--- src/rtl/trig_cond_pkg.sv ---
// Package: shared constants and types for the interrupt trigger conditioner.
// Assumes byte addressing with 32-bit registers and eight registers per bank.
package trig_cond_pkg;

    // Register select taken from address bits [4:2]; the offsets are software-visible.
    typedef enum logic [2:0] {
        SEL_STATUS   = 3'd0,
        SEL_RAW      = 3'd1,
        SEL_RISE_RD  = 3'd2,
        SEL_FALL_RD  = 3'd3,
        SEL_RISE_SET = 3'd4,
        SEL_RISE_CLR = 3'd5,
        SEL_FALL_SET = 3'd6,
        SEL_FALL_CLR = 3'd7
    } reg_sel_e;

    // Per-bank write strobes produced by the decoder.
    typedef struct packed {
        logic rise_set;
        logic rise_clr;
        logic fall_set;
        logic fall_clr;
        logic ack;
    } bank_wr_t;

    // Address bits that select the register inside a bank.
    localparam int SEL_LSB = 2;
    localparam int BANK_LSB = 5;

endpackage

--- src/rtl/trig_reg_decode.sv ---
// Module: trig_reg_decode
// Turns a register access into per-bank write strobes and a read select.
// Assumes a single-cycle write strobe. Misaligned accesses (addr[1:0] != 0)
// produce no strobe and mark the read as invalid.
module trig_reg_decode
    import trig_cond_pkg::*;
#(
    parameter int NUM_BANKS = 2,
    parameter int ADDR_W    = 6,
    localparam int BIDX_W   = ADDR_W - BANK_LSB
) (
    input  logic [ADDR_W-1:0]          addr,
    input  logic                       wr,
    output bank_wr_t [NUM_BANKS-1:0]   strb,
    output logic [BIDX_W-1:0]          rd_bank,
    output reg_sel_e                   rd_sel,
    output logic                       rd_ok
);

    logic     aligned;
    reg_sel_e sel;

    // Split the address into bank index, register select and alignment.
    always_comb begin
        aligned = (addr[1:0] == 2'b00);
        sel     = reg_sel_e'(addr[BANK_LSB-1:SEL_LSB]);
        rd_bank = addr[ADDR_W-1:BANK_LSB];
        rd_sel  = sel;
        rd_ok   = aligned && (int'(rd_bank) < NUM_BANKS);
    end

    // Raise one strobe in the addressed bank on an aligned write.
    always_comb begin
        for (int b = 0; b < NUM_BANKS; b++) begin
            strb[b] = '0;
            if (wr && aligned && (rd_bank == BIDX_W'(b))) begin
                strb[b].rise_set = (sel == SEL_RISE_SET);
                strb[b].rise_clr = (sel == SEL_RISE_CLR);
                strb[b].fall_set = (sel == SEL_FALL_SET);
                strb[b].fall_clr = (sel == SEL_FALL_CLR);
                strb[b].ack      = (sel == SEL_RAW);
            end
        end
    end

endmodule

--- src/rtl/trig_cfg_bank.sv ---
// Module: trig_cfg_bank
// Holds one bank's rise and fall configuration bits. Each bit is changed only
// by a write-one-to-set or write-one-to-clear strobe.
// Assumes at most one strobe is active per cycle.
module trig_cfg_bank
    import trig_cond_pkg::*;
#(
    parameter int BANK_W = 32
) (
    input  logic              clk,
    input  logic              rst_n,
    input  bank_wr_t          strb,
    input  logic [BANK_W-1:0] wdata,
    output logic [BANK_W-1:0] rise_q,
    output logic [BANK_W-1:0] fall_q
);

    logic [BANK_W-1:0] rise_d, fall_d;

    // Apply the set and clear masks to the current configuration.
    always_comb begin
        rise_d = rise_q;
        fall_d = fall_q;
        if (strb.rise_set) rise_d = rise_q | wdata;
        if (strb.rise_clr) rise_d = rise_q & ~wdata;
        if (strb.fall_set) fall_d = fall_q | wdata;
        if (strb.fall_clr) fall_d = fall_q & ~wdata;
    end

    // Configuration registers; reset puts every line in active-high level mode.
    always_ff @(posedge clk) begin
        if (!rst_n) begin
            rise_q <= '0;
            fall_q <= '0;
        end else begin
            rise_q <= rise_d;
            fall_q <= fall_d;
        end
    end

    // a set write makes every written-one bit read as 1.
    assert_rise_set_R2: assert property (@(posedge clk) disable iff (!rst_n)
        strb.rise_set |=> ((rise_q & $past(wdata)) == $past(wdata)));

    // a clear write makes every written-one bit read as 0.
    assert_fall_clr_R2: assert property (@(posedge clk) disable iff (!rst_n)
        strb.fall_clr |=> ((fall_q & $past(wdata)) == '0));

    // without a rise strobe the rise bits hold.
    assert_rise_hold_R2: assert property (@(posedge clk) disable iff (!rst_n)
        !(strb.rise_set || strb.rise_clr) |=> $stable(rise_q));

endmodule

--- src/rtl/trig_line_cond.sv ---
// Module: trig_line_cond
// Conditions one bank of lines. Edge-mode lines hold a sticky bit that is set
// on the selected transition and cleared by an acknowledge. Level-mode lines
// pass the input through, inverted for active-low, without latching.
// Assumes irq_in is already synchronous to clk.
module trig_line_cond #(
    parameter int BANK_W = 32
) (
    input  logic              clk,
    input  logic              rst_n,
    input  logic [BANK_W-1:0] irq_in,
    input  logic [BANK_W-1:0] rise_q,
    input  logic [BANK_W-1:0] fall_q,
    input  logic              ack_en,
    input  logic [BANK_W-1:0] wdata,
    output logic [BANK_W-1:0] irq_out,
    output logic [BANK_W-1:0] raw_view
);

    logic [BANK_W-1:0] prev_q, sticky_q, sticky_d;
    logic [BANK_W-1:0] edge_mode, low_mode, evt, ack_mask;

    // Decode the modes and find this cycle's edge events.
    always_comb begin
        edge_mode = rise_q ^ fall_q;
        low_mode  = rise_q & fall_q;
        evt       = (irq_in & ~prev_q & rise_q & ~fall_q)
                  | (~irq_in & prev_q & fall_q & ~rise_q);
        ack_mask  = ack_en ? wdata : '0;
        sticky_d  = ((sticky_q & ~ack_mask) | evt) & edge_mode;
    end

    // Previous-input register; it tracks in every mode so a mode change makes no edge.
    always_ff @(posedge clk) begin
        if (!rst_n) prev_q <= '0;
        else        prev_q <= irq_in;
    end

    // Sticky edge bits; a new edge wins over an acknowledge in the same cycle.
    always_ff @(posedge clk) begin
        if (!rst_n) sticky_q <= '0;
        else        sticky_q <= sticky_d;
    end

    // Select the output and the raw view per line from its mode.
    always_comb begin
        irq_out  = (edge_mode & sticky_q) | (~edge_mode & (irq_in ^ low_mode));
        raw_view = (edge_mode & sticky_q) | (~edge_mode & irq_in);
    end

    // a detected edge is present in the sticky bits on the next cycle.
    assert_edge_latched_R6: assert property (@(posedge clk) disable iff (!rst_n)
        (evt != '0) |=> ((sticky_q & $past(evt)) == $past(evt)));

    // acknowledged bits without a coincident edge read 0 next cycle.
    assert_ack_clears_R8: assert property (@(posedge clk) disable iff (!rst_n)
        ack_en |=> ((sticky_q & $past(wdata & ~evt)) == '0));

    // every line is clear in the first cycle after reset.
    assert_reset_clear_R1: assert property (@(posedge clk)
        !rst_n |=> (sticky_q == '0));

endmodule

--- src/rtl/irq_trigger_cond.sv ---
// Module: irq_trigger_cond (top)
// Conditions NUM_BANKS x BANK_W raw interrupts into active-high request lines.
// Each bank has a configuration block and a conditioning block behind a shared
// register decoder and read multiplexer.
// Assumes synchronised inputs and a single-cycle write strobe.
module irq_trigger_cond
    import trig_cond_pkg::*;
#(
    parameter int NUM_BANKS = 2,
    parameter int BANK_W    = 32,
    localparam int LINES    = NUM_BANKS * BANK_W,
    localparam int BIDX_W   = (NUM_BANKS > 1) ? $clog2(NUM_BANKS) : 1,
    localparam int ADDR_W   = BANK_LSB + BIDX_W
) (
    input  logic              clk,
    input  logic              rst_n,
    input  logic [ADDR_W-1:0] reg_addr,
    input  logic [BANK_W-1:0] reg_wdata,
    input  logic              reg_wr,
    output logic [BANK_W-1:0] reg_rdata,
    input  logic [LINES-1:0]  irq_in,
    output logic [LINES-1:0]  irq_out
);

    bank_wr_t [NUM_BANKS-1:0] strb;
    logic [BIDX_W-1:0]        rd_bank;
    reg_sel_e                 rd_sel;
    logic                     rd_ok;

    logic [BANK_W-1:0] rise_b [NUM_BANKS];
    logic [BANK_W-1:0] fall_b [NUM_BANKS];
    logic [BANK_W-1:0] out_b  [NUM_BANKS];
    logic [BANK_W-1:0] raw_b  [NUM_BANKS];

    trig_reg_decode #(
        .NUM_BANKS (NUM_BANKS),
        .ADDR_W    (ADDR_W)
    ) u_dec (
        .addr    (reg_addr),
        .wr      (reg_wr),
        .strb    (strb),
        .rd_bank (rd_bank),
        .rd_sel  (rd_sel),
        .rd_ok   (rd_ok)
    );

    for (genvar b = 0; b < NUM_BANKS; b++) begin : g_bank
        trig_cfg_bank #(.BANK_W(BANK_W)) u_cfg (
            .clk    (clk),
            .rst_n  (rst_n),
            .strb   (strb[b]),
            .wdata  (reg_wdata),
            .rise_q (rise_b[b]),
            .fall_q (fall_b[b])
        );

        trig_line_cond #(.BANK_W(BANK_W)) u_cond (
            .clk      (clk),
            .rst_n    (rst_n),
            .irq_in   (irq_in[b*BANK_W +: BANK_W]),
            .rise_q   (rise_b[b]),
            .fall_q   (fall_b[b]),
            .ack_en   (strb[b].ack),
            .wdata    (reg_wdata),
            .irq_out  (out_b[b]),
            .raw_view (raw_b[b])
        );

        assign irq_out[b*BANK_W +: BANK_W] = out_b[b];
    end

    // Read multiplexer: the addressed bank's register, or 0 when the access is invalid.
    always_comb begin
        reg_rdata = '0;
        for (int b = 0; b < NUM_BANKS; b++) begin
            if (rd_ok && (rd_bank == BIDX_W'(b))) begin
                unique case (rd_sel)
                    SEL_STATUS:  reg_rdata = out_b[b];
                    SEL_RAW:     reg_rdata = raw_b[b];
                    SEL_RISE_RD: reg_rdata = rise_b[b];
                    SEL_FALL_RD: reg_rdata = fall_b[b];
                    default:     reg_rdata = '0;
                endcase
            end
        end
    end

    // a write reaches at most one bank.
    logic [NUM_BANKS-1:0] bank_hit;
    always_comb begin
        for (int b = 0; b < NUM_BANKS; b++) bank_hit[b] = |strb[b];
    end

    assert_one_bank_R3: assert property (@(posedge clk) disable iff (!rst_n)
        $onehot0(bank_hit));

    // a bank receives a strobe only when a write is present.
    assert_no_spurious_wr_R3: assert property (@(posedge clk) disable iff (!rst_n)
        !reg_wr |-> (bank_hit == '0));

endmodule

--- config.mk ---
export PLATFORM = sky130hd
export DESIGN_NAME = irq_trigger_cond
export DESIGN_NICKNAME = d
export VERILOG_FILES = /design/src/rtl/trig_cond_pkg.sv /design/src/rtl/trig_reg_decode.sv /design/src/rtl/trig_cfg_bank.sv /design/src/rtl/trig_line_cond.sv /design/src/rtl/irq_trigger_cond.sv
export SDC_FILE = /design/constraint.sdc
export NUM_CORES = 1
export LEC_CHECK = 0
export CORE_MARGIN = 2
export CORE_UTILIZATION = 25
export CTS_BUF_LIST = sky130_fd_sc_hd__clkbuf_4
export CTS_CLUSTER_SIZE = 10
export DETAILED_ROUTE_END_ITERATION = 6
export GPL_ROUTABILITY_DRIVEN = 0
export REMOVE_ABC_BUFFERS = 1
export SLEW_MARGIN = 15
export SYNTH_ARGS = -nofsm -noshare
export SYNTH_HDL_FRONTEND = slang
export SYNTH_SLANG_ARGS = --single-unit
--- constraint.sdc ---
create_clock -name clk -period 2.44 [get_ports clk]
set_input_delay 0.488 -clock clk [delete_from_list [all_inputs] [get_ports clk]]
set_output_delay 0.488 -clock clk [all_outputs]
set_load 0.01 [all_outputs]
==> results.yml, run 1 <==
run_status:
  status: "complete, but fails checks"
  violations: "setup timing"
global_route:
  grt_use_total: 0.1858
  grt_pass1_wl_um: 90020
  grt_start_max_net_pins: 107
  grt_pass1_vias: 16490
  antenna_found_initial: 4
  gr-total-overflow: 0
routing:
  drt_iter0_drc: 983
  drt_pass1_iterations: 5
  wirelength_um: 58230
  drc: 0
  drt-wirelength-per-cell_um: 18.93
  antenna_left: 0
  vias: 16170
  viasPerCell: 5.256
place:
  place_inst: 2816
  hpwlAfterDp_um: 36610
  port_buffers: 200
setup_path:
  cp_max_fo: 4
  cp.arrival_ns: 2.32
  r2r_slack_ns: 1.26
  startpoint_type: "flip-flop"
  cp.required_ns: 1.95
  ff2ff_path_depth: 4
  critical_path_class: "flip-flop to output pin"
  end_kind: "output pin"
  reg2reg_to: "g_bank[0].u_cond.sticky_q[5]"
flow_run:
  max_cap_violations: 0
yosys:
  synth.avg_cell_area_um2: 8.587
  ys.flop_type: "dfxtp_1"
  synthMuxAreaShare: 0.08687
  synth_seq_cells: 256
  synthXorXnorAreaFrac: 0.03771
  synth_top_cell_by_area: "dfxtp_1"
  yosysTopAreaCellShare: 0.3448
  synth_top_family_by_area: "compound AO/OA/AOI/OAI gates"
  ys_seq_area_frac: 0.3448
  synthSimpleGateAreaFrac: 0.2118
  synth-compound-area-share: 0.2226
  synth-adder-area-share: 0.05387
  ys_top_cells_by_count: "256 x dfxtp_1, 191 x a21oi_1, 164 x nand2_1, 129 x mux2i_1"
  synth.most_common_cell: "dfxtp_1"
  synth_edf_count: 0
  netlist_area_um2: 14860
  synth_cell_types: 35
  async_flop_share: 0
  ys_warn_count: 0
  syn-instance-count: 1731
  synthTopCellsByArea: "dfxtp_1 34%, mux2i_1 8.7%, nor4bb_1 8.6%"
timing:
  setup_viol: 33
  period_needed_ns: 2.803
  drv_slew: 0
  fmax_ghz: 0.3567
  rsz0062_at_grt: "true"
  hold_ws_ns: 0.1053
  hold_viol: 0
  fin_ws_ns: -0.3632
  maxSlewHeadroom: 0.5534
  tightest_slew_ns: 0.6699
  min_period_over_period: 1.149
  finClkSkew_ns: 0.07406
  final.setup.tns_ns: -7.336
pwr:
  power.density_nw_per_um2: 431.2
  p_leak_nw: 8.591
  seq_power_share: 0.419
  combPwrFrac: 0.157
  netSwitchingPower_mw: 2.867
  cellInternalPower_mw: 7.227
  clkPwrFrac: 0.424
  peakVddDrop_v: 0.0002576
  switching_share: 0.2840
layout:
  drive_above_1_share: 0.4057
  syn2layout_area_growth_pct: 57.48
  nets: 2407
  fin_cells: 3076
floorplan:
  die_w_um: 247.8
  die_area_um2: 61420
  initial_utilization: 0.2523
  ios: 201
  core_um2: 58910
  num_rows: 89
  dieHeight_um: 247.8
clocking:
  cts-htree-levels: 3
  clock_latency_ns: 0.82
  cts_root_buf: "clkbuf_4"
  cts.path.max_buffers: 3
  clkTransAtPathRegs_ns: 0.06
  numCtsBuffers: 77
  cts_tree: "yes"
  clkSinkCount: 256
hold_path:
  min_path_cells: 3
  whs_endpoint: "g_bank[0].u_cond.sticky_q[25]"
  worstHoldStart: "rst_n"
  hold_path.class: "input port to flip-flop"
==> worst max-delay path: stages (launching register included) <==
cell and delay, ns:
dfxtp_4 0.35, ha_4 0.29, mux2i_1 0.21, o22ai_1 0.11
a22oi_1 0.21, nand3_1 0.16, buf_6 0.16
==> repair_timing <==
action / in CTS / in global routing
hold endpoints to repair: 1 / 0
hold buffers: 1 / 0
setup buffers: 112 / 28
endpoints found under the setup margin: 96 / 77
resized for setup: 882 / 87
pin swaps: 151 / 86
==> worst max-delay path by stage <==
stage	startpoint	to	slack (ns)	cells past startpoint
after floorplan	reg_addr[0]	reg_rdata[12]	-4.24	3
after global placement	reg_addr[4]	reg_rdata[20]	-0.66	8
after detailed placement	reg_addr[4]	reg_rdata[20]	-0.73	8
after global routing	flip-flop	reg_rdata[16]	-0.49	6
final	flip-flop	reg_rdata[16]	-0.36	6
after CTS	flip-flop	reg_rdata[1]	-0.41	6
==> cell type report <==
class	instances	area, um2
antenna	3	7.507
clock buffer	113	848.3
clock inverter	28	135.1
fill	5724	35500
inverter	1	6.256
multi-input combinational	1331	10810
sequential	256	5456
tap	773	967.2
timing repair buffer	571	5175
==> metal layers <==
| metal | track usage | up-vias | share of wire |
|---|---|---|---|
| li1 | - | 7613 | - |
| met1 | 0.2363 | 7857 | 0.44 |
| met2 | 0.2985 | 561 | 0.47 |
| met3 | 0.04098 | 134 | 0.063 |
| met4 | 0.08647 | 2 | 0.032 |
| met5 | 0 | - | 0.00021 |
==> cell usage in the layout, fill, tap and decap left out, types with 24 or more instances in the layout <==
cell,n
buf_2,56
nor4bb_1,128
buf_6,84
a21oi_1,191
xnor2_2,40
buf_4,292
dfxtp_4,71
o22ai_1,63
nand3_1,92
nand2_1,135
and2_1,65
clkbuf_4,113
o21ai_2,45
o21ai_0,64
dfxtp_2,52
buf_12,36
a311oi_1,58
a211oi_1,64
clkdlybuf4s50_1,100
ha_4,64
a22oi_1,32
xnor2_1,24
mux2i_1,122
dfxtp_1,133
nor2_1,64
==> power groups by stage <==
stage                     Sequential [mW]  Clock (mW)  Combinational (mW)
after global placement               4.38           0                1.40
after detailed placement             4.39           0                1.41
after CTS                            4.23        4.42                1.54
final                                4.22        4.28                1.59
after floorplan                      4.38           0               0.436
after global routing                 4.23        4.65                1.69
==> through the flow <==
| step | power, mW | cell area, um2 | util | setup slack [ns] |
|---|---|---|---|---|
| after detailed placement | 5.797 | 19640 | 0.3335 | -0.7252 |
| after global placement | 5.777 | 19640 | 0.3335 | -0.6647 |
| after floorplan | 4.812 | 14240 | - | -4.243 |
| after CTS | 10.18 | 22910 | 0.3890 | -0.4147 |
| after global routing | 10.57 | 23410 | 0.3974 | -0.4934 |
| final | 10.09 | 23410 | 0.3974 | -0.3632 |
==> cells by family after synthesis <==
logic type | after synthesis
AO/OA/AOI/OAI | 543
XOR/XNOR | 64
multiplexers | 129
flip-flops | 256
AND/OR/NAND/NOR | 531
buffers and inverters | 144
adder cells (fa/ha/maj) | 64
No activity file was read; power rests on OpenSTA's default activity.
==> run 2: changes to the inputs <==
--- a/config.mk
+++ b/config.mk
@@ -12,7 +12,6 @@
 export DETAILED_ROUTE_END_ITERATION = 6
 export GPL_ROUTABILITY_DRIVEN = 0
 export REMOVE_ABC_BUFFERS = 1
-export SLEW_MARGIN = 15
 export SYNTH_ARGS = -nofsm -noshare
 export SYNTH_HDL_FRONTEND = slang
 export SYNTH_SLANG_ARGS = --single-unit
==> results of run 2 <==
No change in the layout: final DEF, timing and power equal those of run 1.
